$ cat src/rtl/dgrp_pkg.sv
package dgrp_pkg;
  localparam int unsigned SLOT_N = 5;          // four ordinary slots plus branch slot
  localparam int unsigned ORD_N  = SLOT_N - 1;
  localparam int unsigned CLS_W  = 4;
  localparam int unsigned PIPE_W = 3;
  localparam int unsigned POS_W  = $clog2(SLOT_N + 1);

  // slot position encoding: 0..ORD_N-1 next free ordinary slot,
  // ORD_N only the branch slot left, ORD_N+1 group closed
  localparam logic [POS_W-1:0] POS_BR_ONLY = POS_W'(ORD_N);
  localparam logic [POS_W-1:0] POS_CLOSED  = POS_W'(ORD_N + 1);

  typedef enum logic [CLS_W-1:0] {
    C_SIMPLE = 4'd0,
    C_CRACK2 = 4'd1,
    C_CRACK3 = 4'd2,
    C_MICRO  = 4'd3,
    C_LOAD   = 4'd4,
    C_STORE  = 4'd5,
    C_LSUPD  = 4'd6,
    C_BRANCH = 4'd7,
    C_DIVIDE = 4'd8,
    C_SPRMOV = 4'd9,
    C_CRLOG  = 4'd10
  } op_cls_e;

  typedef enum logic [PIPE_W-1:0] {
    P_INT1 = 3'd0,
    P_INT2 = 3'd1,
    P_LS1  = 3'd2,
    P_LS2  = 3'd3,
    P_BRU  = 3'd4,
    P_CRU  = 3'd5
  } pipe_e;
endpackage

$ cat src/rtl/dgrp_place.sv
module dgrp_place
  import dgrp_pkg::*;
(
  input  logic [POS_W-1:0]  pos_i,
  input  logic [CLS_W-1:0]  cls_i,
  output logic              fit_o,
  output logic [SLOT_N-1:0] mask_o,
  output logic [PIPE_W-1:0] pipe_o,
  output logic [POS_W-1:0]  pos_o
);
  localparam logic [SLOT_N-1:0] ONE_SLOT = SLOT_N'(1);
  localparam logic [SLOT_N-1:0] TWO_SLOT = SLOT_N'(3);
  localparam logic [SLOT_N-1:0] TRI_SLOT = SLOT_N'(7);
  localparam logic [SLOT_N-1:0] ALL_ORD  = SLOT_N'((1 << ORD_N) - 1);
  localparam logic [SLOT_N-1:0] BR_SLOT  = SLOT_N'(1 << ORD_N);

  logic room1, room2, room3, empty, open;
  logic [PIPE_W-1:0] ls_pipe, int_pipe;

  always_comb begin
    room1 = (pos_i < POS_W'(ORD_N));
    room2 = (pos_i < POS_W'(ORD_N - 1));
    room3 = (pos_i < POS_W'(ORD_N - 2));
    empty = (pos_i == '0);
    open  = (pos_i != POS_CLOSED);
    // load/store steering by first slot: outer slots pipe 1, inner slots pipe 2
    ls_pipe  = (pos_i == '0 || pos_i == POS_W'(ORD_N - 1)) ? P_LS1 : P_LS2;
    int_pipe = pos_i[0] ? P_INT2 : P_INT1;
  end

  always_comb begin
    fit_o  = 1'b0;
    mask_o = '0;
    pipe_o = int_pipe;
    pos_o  = pos_i;
    case (cls_i)
      C_CRACK2: begin
        fit_o  = room2;
        mask_o = TWO_SLOT << pos_i;
        pos_o  = pos_i + POS_W'(2);
      end
      C_LSUPD: begin
        fit_o  = room2;
        mask_o = TWO_SLOT << pos_i;
        pipe_o = ls_pipe;
        pos_o  = pos_i + POS_W'(2);
      end
      C_CRACK3: begin
        fit_o  = room3;
        mask_o = TRI_SLOT << pos_i;
        pos_o  = pos_i + POS_W'(3);
      end
      C_MICRO: begin
        fit_o  = empty;
        mask_o = ALL_ORD;
        pipe_o = P_LS1;
        pos_o  = POS_CLOSED;
      end
      C_LOAD, C_STORE: begin
        fit_o  = room1;
        mask_o = ONE_SLOT << pos_i;
        pipe_o = ls_pipe;
        pos_o  = pos_i + POS_W'(1);
      end
      C_BRANCH: begin
        fit_o  = open;
        mask_o = BR_SLOT;
        pipe_o = P_BRU;
        pos_o  = POS_CLOSED;
      end
      C_DIVIDE: begin
        fit_o  = empty;
        mask_o = TWO_SLOT;
        pipe_o = P_INT2;
        pos_o  = POS_W'(2);
      end
      C_SPRMOV: begin
        fit_o  = empty;
        mask_o = ONE_SLOT;
        pipe_o = P_BRU;
        pos_o  = POS_W'(1);
      end
      C_CRLOG: begin
        fit_o  = empty;
        mask_o = ONE_SLOT;
        pipe_o = P_CRU;
        pos_o  = POS_W'(1);
      end
      default: begin  // simple and unassigned codes
        fit_o  = room1;
        mask_o = ONE_SLOT << pos_i;
        pos_o  = pos_i + POS_W'(1);
      end
    endcase
  end
endmodule

$ cat src/rtl/dgrp_outreg.sv
module dgrp_outreg
  import dgrp_pkg::*;
#(
  parameter int unsigned NOPS = 5
) (
  input  logic                          clk,
  input  logic                          rst_n,
  input  logic [NOPS-1:0]               acc_i,
  input  logic [NOPS-1:0][SLOT_N-1:0]   mask_i,
  input  logic [NOPS-1:0][PIPE_W-1:0]   pipe_i,
  output logic [NOPS-1:0]               vld_o,
  output logic [NOPS-1:0][SLOT_N-1:0]   mask_o,
  output logic [NOPS-1:0][PIPE_W-1:0]   pipe_o
);
  logic [NOPS-1:0]             vld_d;
  logic [NOPS-1:0][SLOT_N-1:0] mask_d;
  logic [NOPS-1:0][PIPE_W-1:0] pipe_d;

  always_comb begin
    vld_d = acc_i;
    for (int i = 0; i < NOPS; i++) begin
      mask_d[i] = acc_i[i] ? mask_i[i] : mask_o[i];   // load enable per op
      pipe_d[i] = acc_i[i] ? pipe_i[i] : pipe_o[i];
    end
  end

  always_ff @(posedge clk or negedge rst_n) begin
    if (!rst_n) begin
      vld_o  <= '0;
      mask_o <= '0;
      pipe_o <= '0;
    end else begin
      vld_o  <= vld_d;
      mask_o <= mask_d;
      pipe_o <= pipe_d;
    end
  end
endmodule

$ cat src/rtl/dgrp_alloc.sv
module dgrp_alloc
  import dgrp_pkg::*;
#(
  parameter int unsigned NOPS = 5
) (
  input  logic                        clk,
  input  logic                        rst_n,
  input  logic [NOPS-1:0]             in_valid,
  input  logic [NOPS-1:0][CLS_W-1:0]  in_cls,
  output logic [NOPS-1:0]             in_ready,
  output logic [NOPS-1:0]             out_vld,
  output logic [NOPS-1:0][SLOT_N-1:0] out_slot,
  output logic [NOPS-1:0][PIPE_W-1:0] out_pipe
);
  logic [NOPS:0]                 go;
  logic [NOPS:0][POS_W-1:0]      pos;
  logic [NOPS-1:0]               fit;
  logic [NOPS-1:0]               acc;
  logic [NOPS-1:0][SLOT_N-1:0]   mask;
  logic [NOPS-1:0][PIPE_W-1:0]   pipe;
  logic [NOPS-1:0][POS_W-1:0]    npos;

  assign go[0]  = rst_n;
  assign pos[0] = '0;

  for (genvar g = 0; g < NOPS; g++) begin : g_op
    dgrp_place u_place (
      .pos_i  (pos[g]),
      .cls_i  (in_cls[g]),
      .fit_o  (fit[g]),
      .mask_o (mask[g]),
      .pipe_o (pipe[g]),
      .pos_o  (npos[g])
    );
    assign acc[g]    = go[g] & in_valid[g] & fit[g];
    assign go[g+1]   = acc[g];
    assign pos[g+1]  = acc[g] ? npos[g] : POS_CLOSED;
  end

  assign in_ready = acc;

  dgrp_outreg #(.NOPS(NOPS)) u_outreg (
    .clk    (clk),
    .rst_n  (rst_n),
    .acc_i  (acc),
    .mask_i (mask),
    .pipe_i (pipe),
    .vld_o  (out_vld),
    .mask_o (out_slot),
    .pipe_o (out_pipe)
  );
endmodule

$ cat config.mk
export PLATFORM = sky130hd
export DESIGN_NAME = dgrp_alloc
export DESIGN_NICKNAME = d
export VERILOG_FILES = /design/src/rtl/dgrp_pkg.sv /design/src/rtl/dgrp_place.sv /design/src/rtl/dgrp_outreg.sv /design/src/rtl/dgrp_alloc.sv
export SDC_FILE = /design/constraint.sdc
export NUM_CORES = 1
export LEC_CHECK = 0
export BUFFER_PORTS_ARGS = -buffer_cell sky130_fd_sc_hd__buf_4
export CORE_MARGIN = 3
export CORE_UTILIZATION = 50
export DETAILED_ROUTE_END_ITERATION = 10
export PLACE_DENSITY = 0.74
export SLEW_MARGIN = 20
export SYNTH_ARGS = -nofsm -noshare
export SYNTH_HDL_FRONTEND = slang
export SYNTH_SLANG_ARGS = --single-unit
$ cat constraint.sdc
create_clock -name clk -period 10.3 [get_ports clk]
set_clock_uncertainty 0.05 [all_clocks]
set_input_delay 1.03 -clock clk [delete_from_list [all_inputs] [get_ports clk]]
set_output_delay 1.03 -clock clk [all_outputs]
set_load 0.02 [all_outputs]
# == Word level (Yosys, flattened, before mapping) ==
# Cells that the tools add are included.
# op_classes
reduce_logical,35
n_lt_le_gt_ge,12
addsub,9
n_mux,30
eq_ne,58
bitwise_logic,9
shifts,12
# op_table
op,count
case mux 5 bit (6 select lines),4
case mux 3 bit (5 select lines),7
"equality test 4 x 3 -> 1 bit, second input constant",20
"equality test 4 bit, second input constant",15
"equality test 4 x 2 -> 1 bit, second input constant",10
OR reduction 2 bit,17
"< comparator 3 x 2 -> 1 bit, second input constant",8
"equality test 4 x 1 -> 1 bit, second input constant",5
case mux 5 bit (4 select lines),1
OR reduction 4 bit,5
"<< shifter 1 x 3 -> 5 bit, first input constant",4
"<< shifter 2 x 3 -> 5 bit, first input constant",4
"<< shifter 3 x 3 -> 5 bit, first input constant",4
"adder 3 x 2 -> 3 bit, second input constant",6
case mux 1 bit (4 select lines),4
OR reduction 3 bit,5
"equality test 3 x 2 -> 1 bit, second input constant",4
zero test 3 bit,4
"< comparator 3 bit, second input constant",4
two-way mux 3 bit,4
"inequality test 3 bit, second input constant",4
case mux 3 bit (4 select lines),1
"adder 3 x 1 -> 3 bit, second input constant",3
AND 1 bit,9
other kinds (3),13
# word_totals
out_inout_bits,50
elab_cells,176
ff_bits,45

# == Logic depth before layout (Yosys ltp) ==
# Gate-level depths: netlist of the first run.
# logic_depth
word_depth,20
mapped_depth,35
mapped_depth_nobuf,32

# == Modules after synthesis ==
# A second synthesis of the first run with hierarchy kept.
# hier_totals
cells_unflattened,632
area_unflattened_um2,5348.9
# by_module_without_submodules
module,n_inst,cells_per_inst,area_per_inst_um2
dgrp_place,5,103,681.9
dgrp_outreg,1,90,1783.0
dgrp_alloc,1,27,156.4

# == Worst setup path after synthesis of the first run ==
# No wires, ideal clock.
# synth_timing
kind,in2out
startpoint,input in_cls[2] in the netlist's numbering
endpoint,output in_ready[4]
arrival_ns,7.221
n_path_buf,3
slack_ns,1.999
cell_stages,30
path_cell_list,buf_2 -> or4b_1 -> a31oi_4 -> inv_2 -> fa_1 -> a21bo_2 -> o221ai_1 -> o31a_1 -> nor3_1 -> clkbuf_1 -> nor2_1 -> ha_1 -> nor2b_1 -> nor4_1 -> nor3_1 -> o311ai_4 -> inv_2 -> o21a_2 -> clkinv_2 -> fa_1 -> nand3_1 -> o21ai_0 -> nand2_1 -> o211ai_1 -> a21oi_1 -> inv_1 -> a311oi_1 -> o221ai_4 -> buf_6 -> inv_2
# synth_between
elab_chain_len,19
elab_cells_between_ends,56
cone_classes,9 x add/sub; 12 x order compare; 10 x eq/ne; 12 x mux; 7 x bitwise; 6 x reduce/logical
# synth_lines
element,line,rtl
from (decl),dgrp_alloc.sv:9,"input logic [NOPS-1:0][CLS_W-1:0] in_cls,"
equality test 4 x 1 -> 1 bit (tied with other cells),dgrp_place.sv:36,case (cls_i)
OR reduction 3 bit (no line) or OR reduction 2 bit (tied branches),-,
case mux 3 bit (3 select lines) (*),dgrp_place.sv:36,
two-way mux 3 bit (*),dgrp_alloc.sv:37,assign pos[g+1] = acc[g] ? npos[g] : POS_CLOSED;
< comparator 3 bit (tied with other cells),dgrp_place.sv:21,room1 = (pos_i < POS_W'(ORD_N));
case mux 1 bit (4 select lines),dgrp_place.sv:36,
AND 1 bit,dgrp_alloc.sv:35,assign acc[g] = go[g] & in_valid[g] & fit[g];
two-way mux 3 bit,dgrp_alloc.sv:37,
(+3 left out),-,
two-way mux 3 bit,dgrp_alloc.sv:37,
< comparator 3 bit (tied with other cells),dgrp_place.sv:21,
case mux 1 bit (4 select lines),dgrp_place.sv:36,
AND 1 bit,dgrp_alloc.sv:35,
two-way mux 3 bit,dgrp_alloc.sv:37,
< comparator 3 bit (tied with other cells),dgrp_place.sv:21,
case mux 1 bit (4 select lines),dgrp_place.sv:36,
AND 1 bit (*),dgrp_alloc.sv:35,
to (decl),dgrp_alloc.sv:10,"output logic [NOPS-1:0] in_ready,"
# Mark *: on every way between the ends. The rest lies on a longest branch, timed or not.

# == Final worst setup path of the first run ==
# layout_timing
startpoint,input in_cls[1] in the netlist's numbering
endpoint,output in_ready[4]
# The elaborated chain is that of the path after synthesis.

==> results of run 1 <==
## placed cells by master (no fill, tap or decap), types with 4 or more instances in the layout
| cell | synthesis | routed |
|---|---|---|
| nand2_1 | 80 | 80 |
| dfrtp_1 | 45 | 45 |
| nor2b_1 | 6 | 6 |
| clkbuf_8 | 0 | 5 |
| a211o_1 | 4 | 4 |
| and2_1 | 6 | 6 |
| o21a_1 | 5 | 5 |
| o21ai_1 | 4 | 4 |
| inv_1 | 21 | 21 |
| nand3b_1 | 9 | 9 |
| o21ai_0 | 39 | 39 |
| buf_4 | 0 | 80 |
| ha_1 | 6 | 6 |
| o22ai_1 | 4 | 4 |
| nor3_1 | 21 | 21 |
| a31oi_1 | 9 | 9 |
| o221ai_1 | 5 | 5 |
| nor2_1 | 51 | 51 |
| nand2b_1 | 20 | 20 |
| or3_1 | 9 | 9 |
| a21oi_1 | 47 | 47 |
| a211oi_1 | 4 | 4 |
| xor2_1 | 6 | 6 |
| nor4_1 | 5 | 5 |
| a21o_1 | 8 | 8 |
| nand3_1 | 14 | 14 |
| o31ai_1 | 20 | 20 |
## synth_stat cells (all sizes together) (3+ instances only)
cell type  count
nand2b        20
nor2b          6
nand2         80
and3           3
nand3         14
o22ai          4
fa             3
clkbuf        34
o311ai         4
and2           6
a211oi         4
a21o           8
xor2           6
or3b           3
o31ai         20
o21a           6
buf            6
a21oi         47
nor2          51
dfrtp         45
a32oi          3
o21ai         43
mux2i          3
inv           24
a31oi         10
xnor2          3
o211ai         3
nor3          22
o221ai         6
ha             6
a21boi         4
a221oi         3
a211o          4
nor4           5
or3            9
or4b           3
nand3b         9
## sequential cells by signal, indices dropped and copies added, names as in the netlist
register and flops:
u_outreg.vld_o 5, u_outreg.mask_o 25, u_outreg.pipe_o 15
## metal layers
layer / vias up / wire length, um / share of wire / global-route usage
li1: 2115 / - / - / -
met4: 0 / 173 / 0.015 / 0.0562
met1: 2025 / 5030 / 0.44 / 0.352
met2: 199 / 5410 / 0.48 / 0.385
met3: 21 / 752 / 0.066 / 0.0346
met5: - / 0 / 0 / 0
## area by class of cell
type	count	area (um2)
repair buffers	80	601
multi-input cells	449	2730
clock buffers	6	72.6
inverters	26	100
clock inverters	2	38.8
flip-flops and latches	45	1130
well taps	102	128
fillers	757	3060
## through the flow
step / hold WS [ns] / total power (uW) / utilization / cell area [um2] / std cells
after global routing: 0.462 / 559 / 0.610 / 4790 / 710
after floorplan: 0.525 / 325 / - / 4110 / 560
final: 0.432 / 523 / 0.610 / 4790 / 710
after CTS: 0.439 / 529 / 0.610 / 4790 / 710
after detailed placement: 0.418 / 389 / 0.596 / 4680 / 702
after global placement: 0.414 / 387 / 0.596 / 4680 / 702
## power groups by stage
stage          combinational, uW  clock [uW]  sequential [uW]
2_1_floorplan               97.8           0              227
3_3_place_gp                 181           0              206
3_5_place_dp                 183           0              207
4_1_cts                      183         142              203
5_1_grt                      203         151              206
6_report                     184         136              203
## worst paths after layout
path | from | endpoint | slack, ns | depth (start not counted)
min in group asynchronous | rst_n | u_outreg.mask_o[1] | 0.80 | 2
max reg2reg | u_outreg.pipe_o[11] | u_outreg.pipe_o[11] | 9.50 | 1
min | u_outreg.pipe_o[13] | u_outreg.pipe_o[13] | 0.43 | 2
min reg2reg | u_outreg.pipe_o[13] | u_outreg.pipe_o[13] | 0.43 | 2
max | in_cls[1] | in_ready[4] | 0.98 | 30
max in group asynchronous | rst_n | u_outreg.pipe_o[11] | 8.99 | 2
## critical path: cells and delay by family
kind	cells	cell delay (ns)
compound gates	9	2.86
fa+ha+maj	3	1.10
buf+inv	8	1.36
simple gates	10	1.87
## cell families (layout without fill, tap and decap cells)
family | Yosys count | after routing | share of synthesized area
muxes | 5 | 5 | 0.0128
adders and majority gates | 9 | 9 | 0.0329
xor gates and xnor gates | 9 | 9 | 0.0192
DFF | 45 | 45 | 0.274
and+or+nand+nor | 241 | 241 | 0.293
AOI/OAI and AO/OA | 185 | 185 | 0.305
buffers and inverters | 66 | 114 | 0.0636
==> run_results.csv, run 1 <==
group,metric,value,unit
status,status,"completed",
grt,track_usage,0.243,
worst_hold_path,hold_class,"flop to flop",
sta,worstMarginPinSlew,0.744,ns
layout,fin_nets,643,
sta,fin_setup_tns,0,ns
grt,antenna_found_initial,0,
pwr,sequentialPowerShare,0.388,
pwr,power.switching,186,uW
clock_network,cts_max_level,2,
critical_path,worstPathMaxFanout,17,
critical_path,cp_slowest_cell,"o311ai_4",
floorplanning,core_area,7850,um2
clock_network,clk_latency,0.29,ns
grt,grt_first_pass_wirelength,19600,um
yosys,yosys_register_bits,45,
layout,areaGrowthSynthToFinish,16.5,%
placement,place_ws,1.10,ns
run,cap_violations,0,
critical_path,required,9.22,ns
detailed_routing,drt_iter0_drc,266,
sta,hold_violations,0,
clock_network,cts_tree,"done",
pwr,p_clk_frac,0.260,
detailed_routing,wire_per_inst,16.0,um
sta,slew_headroom,0.500,
floorplanning,dieHeight,96.7,um
layout,antennaDiodeCount,0,
floorplanning,chipWidth,96.7,um
yosys,synth_edf_count,0,
sta,period_needed,9.32,ns
grt,grt_max_degree,48,
clock_network,cts.sinks,45,
yosys,async_flop_share,1.00,
yosys,synth_top_area_cell,"dfrtp_1",
sta,fmax,0.107,GHz
pwr,vdd_ir_drop_max,0.0576,mV
clock_network,cts_hold_buffers,0,
sta,setup_violations,0,
detailed_routing,drc,0,
pwr,power_frac_comb,0.352,
pwr,powerDensity,109,nW/um2
grt,grt_pass1_vias,4020,
critical_path,critical_path.endpoint_type,"output port",
detailed_routing,postRouteAntennaNets,0,
critical_path,arrival,8.24,ns
pwr,p_leak,0.00212,uW
layout,layout-drive-gt1-share,0.174,
clock_network,numCtsBuffers,5,
yosys,netlist_instances,560,
grt,globalRouteOverflowTotal,0,
critical_path,cp-start-kind,"input port",
clock_network,cts_resized,0,
pwr,switching_share,0.355,
sta,rsz0062_at_grt,"false",
sta,fin_crit_sh,0.905,
yosys,postSynthNetCount,596,
sta,drv_slew,0,
detailed_routing,wl,11400,um
pwr,intPower,337,uW
clock_network,cts_buffer_depth,2,
yosys,avgSynthCellArea,7.34,um2
floorplanning,start_util,0.524,
detailed_routing,via_per_inst,6.14,
critical_path,path_class,"input port to output port",
placement,dpl.hpwl,8340,um
detailed_routing,vias,4360,
sta,worst_slack,0.977,ns
placement,place.gp.congestion,0.967,
clock_network,path_clk_slew,0.09,ns
floorplanning,num_io_pins,77,
placement,io_buffers,76,
yosys,synth-main-ff-cell,"dfrtp_1",
yosys,yosysWarnings,0,
yosys,ys_seq_area_frac,0.274,
yosys,yosysTopAreaCellShare,0.274,
detailed_routing,dr.pass1.iters,5,
yosys,syn_area,4110,um2
clock_network,cts_setup_buffers,0,
floorplanning,row_count,32,
critical_path,slowest_delay,0.62,ns
yosys,synth.distinct_cells,76,
floorplanning,die_area,9350,um2
yosys,synth.area.top_cells,"dfrtp_1 (27%), nand2_1 (7.3%), a21oi_1 (5.7%), o21ai_0 (4.7%), nor2_1 (4.7%)",
clock_network,cts_root_buf,"clkbuf_8",
No activity file was read; power rests on OpenSTA's default activity.
==> inputs of run 2 (changes only) <==
--- a/config.mk
+++ b/config.mk
@@ -5,11 +5,12 @@
 export SDC_FILE = /design/constraint.sdc
 export NUM_CORES = 1
 export LEC_CHECK = 0
+export ABC_AREA = 1
 export BUFFER_PORTS_ARGS = -buffer_cell sky130_fd_sc_hd__buf_4
 export CORE_MARGIN = 3
 export CORE_UTILIZATION = 50
 export DETAILED_ROUTE_END_ITERATION = 10
-export PLACE_DENSITY = 0.74
+export PLACE_DENSITY = 0.75
 export SLEW_MARGIN = 20
 export SYNTH_ARGS = -nofsm -noshare
 export SYNTH_HDL_FRONTEND = slang
==> run_results.csv, run 2 <==
group,metric,value,unit
status,status,"completed",
yosys,async_flop_share,1.00,
layout,regMostFlops,"u_outreg.mask_o",
pwr,vdd_ir_drop_max,0.0839,mV
layout,fin_nets,628,
clock_network,cts_hold_buffers,0,
critical_path,required,9.22,ns
yosys,yosysTopAreaCellShare,0.323,
clock_network,cts_buffer_depth,2,
yosys,synth_xor_area_frac,0.00251,
yosys,synth_most_common_cell,"nand2_1",
placement,placed_cell_area,4160,um2
grt,grt_first_pass_wirelength,14400,um
placement,dpl.hpwl,6840,um
clock_network,path_clk_slew,0.09,ns
pwr,powerDensity,120,nW/um2
yosys,postSynthNetCount,549,
sta,fin_crit_sh,0.726,
layout,largest_reg_flops,25,
floorplanning,num_io_pins,77,
yosys,ys_seq_area_frac,0.323,
detailed_routing,postRouteAntennaNets,0,
floorplanning,chipWidth,89.5,um
critical_path,critical_path.endpoint_type,"output port",
layout,finish.instance_area,4270,um2
grt,antenna_found_initial,0,
layout,largestRegisters,"u_outreg.mask_o (25), u_outreg.pipe_o (15), u_outreg.vld_o (5)",
run,cap_violations,0,
yosys,yosysWarnings,0,
layout,final_cell_mix,"nand2_1 (115), nor2_1 (82), buf_4 (76)",
yosys,syn_area,3490,um2
grt,grt_pass1_vias,3270,
layout,antennaDiodeCount,0,
detailed_routing,drc,0,
layout,layout-drive-gt1-share,0.241,
critical_path,arrival,6.40,ns
detailed_routing,wire_per_inst,12.4,um
detailed_routing,dr.pass1.iters,4,
sta,slew_headroom,0.611,
placement,io_buffers,76,
layout,layout_commonest_cell,"nand2_1",
yosys,synth-main-ff-cell,"dfrtp_1",
sta,drv_slew,0,
clock_network,cts_max_level,2,
sta,setup_violations,0,
sta,fmax,0.134,GHz
critical_path,rrSetupSlack,9.55,ns
yosys,synth_commonest_cells,"nand2_1 (115), nor2_1 (82), inv_1 (75)",
grt,globalRouteOverflowTotal,0,
pwr,fin_total_pwr,512,uW
yosys,yosys.area_share.simple,0.409,
critical_path,cp-start-kind,"input port",
detailed_routing,wl,8530,um
grt,grt_max_degree,47,
yosys,synth_compound_area_frac,0.131,
yosys,synth.distinct_cells,41,
yosys,synth.area.top_cells,"dfrtp_1 (32%), nand2_1 (12%), nor2_1 (8.8%), inv_1 (8.1%), nand3_1 (4.9%)",
yosys,avgSynthCellArea,6.80,um2
placement,place.gp.congestion,0.910,
floorplanning,die_area,8010,um2
critical_path,path_class,"input port to output port",
yosys,netlist_instances,513,
worst_hold_path,hold_class,"flop to flop",
floorplanning,row_count,29,
yosys,synth_adder_area_share,0.0388,
clock_network,cts_root_buf,"clkbuf_8",
clock_network,cts_tree,"done",
sta,worstMarginPinSlew,0.583,ns
clock_network,clk_latency,0.30,ns
clock_network,cts.sinks,45,
clock_network,cts_resized,0,
sta,hold_violations,0,
yosys,yosys_register_bits,45,
detailed_routing,drt_iter0_drc,210,
critical_path,worstPathMaxFanout,46,
floorplanning,core_area,6570,um2
detailed_routing,via_per_inst,5.13,
pwr,p_leak,0.00235,uW
clock_network,numCtsBuffers,5,
sta,rsz0062_at_grt,"false",
floorplanning,dieHeight,89.5,um
clock_network,cts_setup_buffers,0,
detailed_routing,vias,3520,
yosys,synth_mux_area_frac,0,
yosys,synth_top_area_cell,"dfrtp_1",
sta,fin_setup_tns,0,ns
layout,fillers,596,
floorplanning,start_util,0.531,
yosys,synth_edf_count,0,
grt,track_usage,0.222,
layout,areaGrowthSynthToFinish,22.4,%
yosys,synth_top_family_by_area,"simple AND/OR/NAND/NOR gates",
sta,period_needed,7.48,ns
## run 2: cell count changes in the layout (fill, tap and decap cells not counted), sizes merged, moves of 9 or more
cell and delta:
nand3 +31, o31ai -19, a21oi -27, o21ai -15
nand2 +54, nor3 -16, nor2 +44, or3 -9
nand2b -20, inv +61
## run 2: final timing paths
| path | depth (start not counted) | startpoint | end |
|---|---|---|---|
| min in group asynchronous | 1 | rst_n | u_outreg.mask_o[4] |
| max reg2reg | 2 | u_outreg.pipe_o[3] | u_outreg.pipe_o[3] |
| max in group asynchronous | 1 | rst_n | u_outreg.mask_o[15] |
| min reg2reg | 2 | u_outreg.pipe_o[5] | u_outreg.pipe_o[5] |
| min | 2 | u_outreg.pipe_o[5] | u_outreg.pipe_o[5] |
| max | 28 | rst_n | in_ready[4] |
## run 2: critical path, stage by stage
cell	delay (ns)
buf_4	0.47
nand2_1	0.30
inv_2	0.29
o21ai_2	0.12
inv_1	0.18
fa_1	0.44
a21oi_1	0.22
nand2_1	0.17
nand3_2	0.17
inv_1	0.11
fa_1	0.44
a21oi_1	0.15
a21boi_0	0.26
inv_1	0.19
nand2_4	0.13
inv_2	0.06
fa_1	0.38
or2_0	0.23
nand3_1	0.07
nand2_1	0.14
inv_1	0.14
nand3_2	0.11
nor2_2	0.10
nor2_2	0.05
nand2_4	0.13
nand2_8	0.10
inv_2	0.08
buf_4	0.13
## run 2: logic make-up after synthesis
family / count (synthesis)
compound gates: 76
xor+xnor: 1
fa+ha+maj: 9
buf+inv: 89
flops: 45
simple gates: 293
## run 2: layout make-up
cell class | instances | area [um2] | area share
Clock buffer | 6 | 72.6 | 0.0170
Inverter | 85 | 319 | 0.0747
Clock inverter | 2 | 38.8 | 0.00909
Multi-Input combinational cell | 379 | 2030 | 0.475
Timing Repair Buffer | 76 | 571 | 0.134
Sequential cell | 45 | 1130 | 0.264
Tap cell | 93 | 116 | 0.0273
## run 2: stage by stage
stage | utilization | instances | setup WS (ns) | hold WS [ns]
finish | 0.650 | 686 | 2.82 | 0.437
global route | 0.650 | 686 | 2.18 | 0.463
global placement | 0.633 | 678 | 3.09 | 0.419
detailed placement | 0.633 | 678 | 2.84 | 0.421
CTS | 0.650 | 686 | 2.82 | 0.443
floorplan | - | 513 | 3.98 | 0.532
## run 2: per-layer routing
layer	vias to the layer above	global-route usage	part of all wire
li1	1809	-	-
met1	1601	0.324	0.49
met2	99	0.340	0.44
met3	11	0.0369	0.057
met4	0	0.0555	0.011
met5	-	0	0
## run 2: power breakdown
part           leakage (uW)  total (uW)  internal, uW  switching, uW
Sequential         0.000593         211           199           12.2
Combinational       0.00170         167          64.3            102
Clock             0.0000554         135          72.9           61.8
Total               0.00235         512           336            176
